<file path="src/rtl/pcw_pkg.sv">
package pcw_pkg;
    localparam int DEF_PORT_W      = 8;
    localparam int DEF_WATCH_LO    = 4;
    localparam int DEF_SYNC_STAGES = 2;

    typedef enum logic {
        FLAG_IDLE   = 1'b0,
        FLAG_RAISED = 1'b1
    } flag_state_e;
endpackage

</file>
<file path="src/rtl/pcw_sync.sv">
module pcw_sync #(
    parameter int W      = 8,
    parameter int STAGES = 2
) (
    input  logic         clk,
    input  logic [W-1:0] d_i,
    output logic [W-1:0] q_o
);
    logic [W-1:0] stage_q [STAGES];

    always_ff @(posedge clk) begin
        stage_q[0] <= d_i;
        for (int i = 1; i < STAGES; i++) begin
            stage_q[i] <= stage_q[i-1];
        end
    end

    assign q_o = stage_q[STAGES-1];
endmodule

</file>
<file path="src/rtl/pcw_snapshot.sv">
module pcw_snapshot #(
    parameter int PORT_W   = 8,
    parameter int WATCH_LO = 4,
    localparam int WATCH_W = PORT_W - WATCH_LO
) (
    input  logic               clk,
    input  logic               rst,
    input  logic               rd_stb_i,
    input  logic [PORT_W-1:0]  sync_i,
    output logic [WATCH_W-1:0] snap_o,
    output logic [PORT_W-1:0]  rd_data_o
);
    logic [WATCH_W-1:0] snap_q;
    logic [PORT_W-1:0]  rd_q;

    always_ff @(posedge clk) begin
        if (rst) begin
            snap_q <= sync_i[PORT_W-1:WATCH_LO];
            rd_q   <= '0;
        end else if (rd_stb_i) begin
            snap_q <= sync_i[PORT_W-1:WATCH_LO];
            rd_q   <= sync_i;
        end
    end

    assign snap_o    = snap_q;
    assign rd_data_o = rd_q;


    rd_snap_chk: assert property (@(posedge clk) disable iff (rst)
        rd_stb_i |=> (snap_q == $past(sync_i[PORT_W-1:WATCH_LO])));

    snap_hold_chk: assert property (@(posedge clk) disable iff (rst)
        !rd_stb_i |=> $stable(snap_q));

    rd_data_hold_chk: assert property (@(posedge clk) disable iff (rst)
        !rd_stb_i |=> $stable(rd_q));
endmodule

</file>
<file path="src/rtl/pcw_flag.sv">
module pcw_flag
    import pcw_pkg::*;
#(
    parameter int WATCH_W = 4
) (
    input  logic               clk,
    input  logic               rst,
    input  logic               clr_i,
    input  logic [WATCH_W-1:0] watch_i,
    input  logic [WATCH_W-1:0] snap_i,
    input  logic [WATCH_W-1:0] en_i,
    output logic               flag_o,
    output logic               mismatch_o
);
    logic [WATCH_W-1:0] diff;
    flag_state_e        state_q;

    for (genvar i = 0; i < WATCH_W; i++) begin : g_cmp
        assign diff[i] = en_i[i] & (watch_i[i] ^ snap_i[i]);
    end

    assign mismatch_o = |diff;

    always_ff @(posedge clk) begin
        if (rst) begin
            state_q <= FLAG_IDLE;
        end else if (mismatch_o) begin
            state_q <= FLAG_RAISED;
        end else if (clr_i) begin
            state_q <= FLAG_IDLE;
        end
    end

    assign flag_o = (state_q == FLAG_RAISED);


    mm_sets_chk: assert property (@(posedge clk) disable iff (rst)
        mismatch_o |=> flag_o);

    sticky_chk: assert property (@(posedge clk) disable iff (rst)
        (flag_o && !clr_i) |=> flag_o);

    no_spurious_chk: assert property (@(posedge clk) disable iff (rst)
        (!flag_o && !mismatch_o) |=> !flag_o);

    clear_chk: assert property (@(posedge clk) disable iff (rst)
        (flag_o && clr_i && !mismatch_o) |=> !flag_o);
endmodule

</file>
<file path="src/rtl/port_change_watch.sv">
module port_change_watch
    import pcw_pkg::*;
#(
    parameter int PORT_W      = DEF_PORT_W,
    parameter int WATCH_LO    = DEF_WATCH_LO,
    parameter int SYNC_STAGES = DEF_SYNC_STAGES,
    localparam int WATCH_W    = PORT_W - WATCH_LO
) (
    input  logic               clk,
    input  logic               rst,
    input  logic [PORT_W-1:0]  pins_i,
    input  logic [WATCH_W-1:0] chg_en_i,
    input  logic               rd_stb_i,
    input  logic               clr_stb_i,
    output logic               chg_flag_o,
    output logic [PORT_W-1:0]  rd_data_o
);
    logic [PORT_W-1:0]  sync_pins;
    logic [WATCH_W-1:0] snap;
    logic               mismatch;

    pcw_sync #(.W(PORT_W), .STAGES(SYNC_STAGES)) u_sync (
        .clk (clk),
        .d_i (pins_i),
        .q_o (sync_pins)
    );

    pcw_snapshot #(.PORT_W(PORT_W), .WATCH_LO(WATCH_LO)) u_snap (
        .clk       (clk),
        .rst       (rst),
        .rd_stb_i  (rd_stb_i),
        .sync_i    (sync_pins),
        .snap_o    (snap),
        .rd_data_o (rd_data_o)
    );

    pcw_flag #(.WATCH_W(WATCH_W)) u_flag (
        .clk        (clk),
        .rst        (rst),
        .clr_i      (clr_stb_i),
        .watch_i    (sync_pins[PORT_W-1:WATCH_LO]),
        .snap_i     (snap),
        .en_i       (chg_en_i),
        .flag_o     (chg_flag_o),
        .mismatch_o (mismatch)
    );


    disabled_quiet_chk: assert property (@(posedge clk) disable iff (rst)
        (chg_en_i == '0 && !chg_flag_o) |=> !chg_flag_o);
endmodule

</file>
<file path="config.mk">
export PLATFORM = sky130hd
export DESIGN_NAME = port_change_watch
export DESIGN_NICKNAME = d
export VERILOG_FILES = /design/src/rtl/pcw_pkg.sv /design/src/rtl/pcw_sync.sv /design/src/rtl/pcw_snapshot.sv /design/src/rtl/pcw_flag.sv /design/src/rtl/port_change_watch.sv
export SDC_FILE = /design/constraint.sdc
export NUM_CORES = 1
export LEC_CHECK = 0
export ABC_AREA = 1
export BUFFER_PORTS_ARGS = -buffer_cell sky130_fd_sc_hd__buf_2
export CAP_MARGIN = 25
export CORE_UTILIZATION = 40
export DETAILED_ROUTE_END_ITERATION = 8
export SKIP_CTS_REPAIR_TIMING = 1
export SLEW_MARGIN = 10
export SYNTH_ARGS = -nofsm -noshare
export SYNTH_HDL_FRONTEND = slang
export SYNTH_HIERARCHICAL = 1
export SYNTH_SLANG_ARGS = --single-unit
</file>
<file path="constraint.sdc">
create_clock -name clk -period 1 [get_ports clk]
set_input_delay 0 -clock clk [delete_from_list [all_inputs] [get_ports clk]]
set_output_delay 0 -clock clk [all_outputs]
set_load 0.01 [all_outputs]
</file>
==> reports/metrics.yaml <==
floorplan:
  initial_core_util_pct: 43.45
  dieWidth_um: 51.49
  die_h_um: 51.49
  core_area_um2: 2255
  ioPinCount: 25
  rows: 17
  dieArea_um2: 2651
clock_network:
  clk_pin_slew_worst_paths_ns: 0.08
  clk_latency_ns: 0.31
  htreeDepth: 2
  cts_tree: "yes"
  cts_buffers: 5
  root_buffer: "clkbuf_4"
  numClockSinks: 29
  clock_path_buffers: 2
cells_and_area:
  postLayoutCoreUtil_pct: 53.00
  final_cells: 168
  layout-drive-gt1-share_pct: 24.29
  finalInstanceArea_um2: 1195
  antennaDiodeCount: 0
  layout.nets: 155
  syn_to_final_growth_pct: 21.97
worst_setup_path:
  startpoint_type: "flip-flop"
  cp_max_fo: 2
  reg2reg_depth: 6
  critPathLaunch: "u_snap/snap_o[3]"
  r2r-start: "u_snap/snap_o[3]"
  worstPathRequired_ns: 1.22
  rrSetupSlack_ns: 0.07
  cp-endpoint: "u_flag/flag_o"
  r2r_end: "u_flag/flag_o"
  critPathArrivalTime_ns: 1.15
  path_class: "flip-flop to flip-flop"
  crit_path_end_kind: "flip-flop"
placement:
  place_ws_ns: 0.08588
  place_congestion: 0.7442
  port_buffers: 24
  dp.cells: 151
  place_area_um2: 1056
  post-dp-hpwl_um: 969.9
grt:
  grt_pass1_wl_mm: 2.277
  grt_max_degree: 17
  first_global_vias: 556
  grt_overflow: 0
  track_usage_pct: 12.84
  antenna_found_initial: 0
yosys:
  yosys_warnings: 6
  syn_area_um2: 979.7
  syn_nets: 124
  syn_area_per_cell_um2: 9.071
  syn_inst: 108
sta:
  rsz0062_at_grt: "yes"
  fin_hold_ws_ns: 0.02269
  period_needed_ns: 0.9274
  fmax_ghz: 1.078
  finalCritPeriodShare_pct: 92.74
  hold_violations: 0
  setup_tns_ns: 0
  worstMarginPinSlew_ns: 0.2145
  worst_slack_ns: 0.07257
  finClkSkew_ns: 0.007776
  slew_violations: 0
  setup_violations: 0
  slew_headroom_pct: 85.68
routing:
  drc: 0
  finalWirelength_mm: 1.376
  drtIter0Drc: 5
  vias: 689
  drtPass1Iterations: 4
  ant_nets: 0
  wl_per_cell_um: 8.190
  via_per_inst: 4.101
pwr:
  vdd_drop_max_uv: 967.5
  power_density_nw_per_um2: 1762
  leakage_nw: 0.6356
  finalPower_mw: 2.105
hold_path:
  hp-class: "primary input to flip-flop"
  hold_depth: 6
outcome:
  status: "completed"
run:
  drv_cap: 0
final cells by class:
| cell class | instances | area, µm² |
|---|---|---|
| Clock buffer | 8 | 48.80 |
| Inverter | 17 | 63.81 |
| Multi-Input combinational cell | 52 | 209.0 |
| Fill cell | 247 | 1060 |
| Tap cell | 28 | 35.03 |
| Timing Repair Buffer | 34 | 217.7 |
| Sequential cell | 29 | 620.6 |
sequential cells by signal, summed over array words and instances, names as in the netlist:
| name | count |
|---|---|
| u_snap/rd_data_o | 8 |
| u_flag/flag_o | 1 |
| u_sync/stage_q | 16 |
| u_snap/snap_o | 4 |
where the power goes:
group	switching (mW)	internal [mW]
sequential	0.0311	1.26
combinational	0.0934	0.101
clock	0.345	0.280
per-layer routing:
layer	global-route usage, %	wire [µm]	up-vias	share of wire, %
li1	-	-	368	-
met1	13.43	607	291	44
met2	18.61	606	24	44
met3	7.018	122	6	8.9
met4	10.81	40	0	2.9
met5	0	0	-	0
critical path: stages (launching register included):
cell and delay (ns):
edfxtp_1 0.39, nor2_1 0.13, nor2_1 0.06, nor2_2 0.09, nand3_1 0.07, nand2_1 0.06
inv_1 0.03
cell usage in the layout, fill, tap and decap left out, types with 2 or more instances in the layout:
cell type       n
dfxtp_1        25
inv_1          17
clkbuf_1        3
edfxtp_1        4
dlygate4sd3_1   9
nand3_1         3
nand2_1        25
nor2_1         20
nand2_2         2
buf_2          24
clkbuf_4        5
worst min-delay path by stage:
stage / start / slack, ns / endpoint
floorplan: pins_i[0] / 0.03 / u_sync/stage_q[0][0]
finish: clr_stb_i / 0.02 / u_flag/flag_o
CTS: pins_i[0] / -0.23 / u_sync/stage_q[0][0]
global route: clr_stb_i / 0.03 / u_flag/flag_o
detailed placement: pins_i[0] / 0.10 / u_sync/stage_q[0][0]
global placement: pins_i[0] / 0.10 / u_sync/stage_q[0][0]
Power figures use the tool's default switching activity.
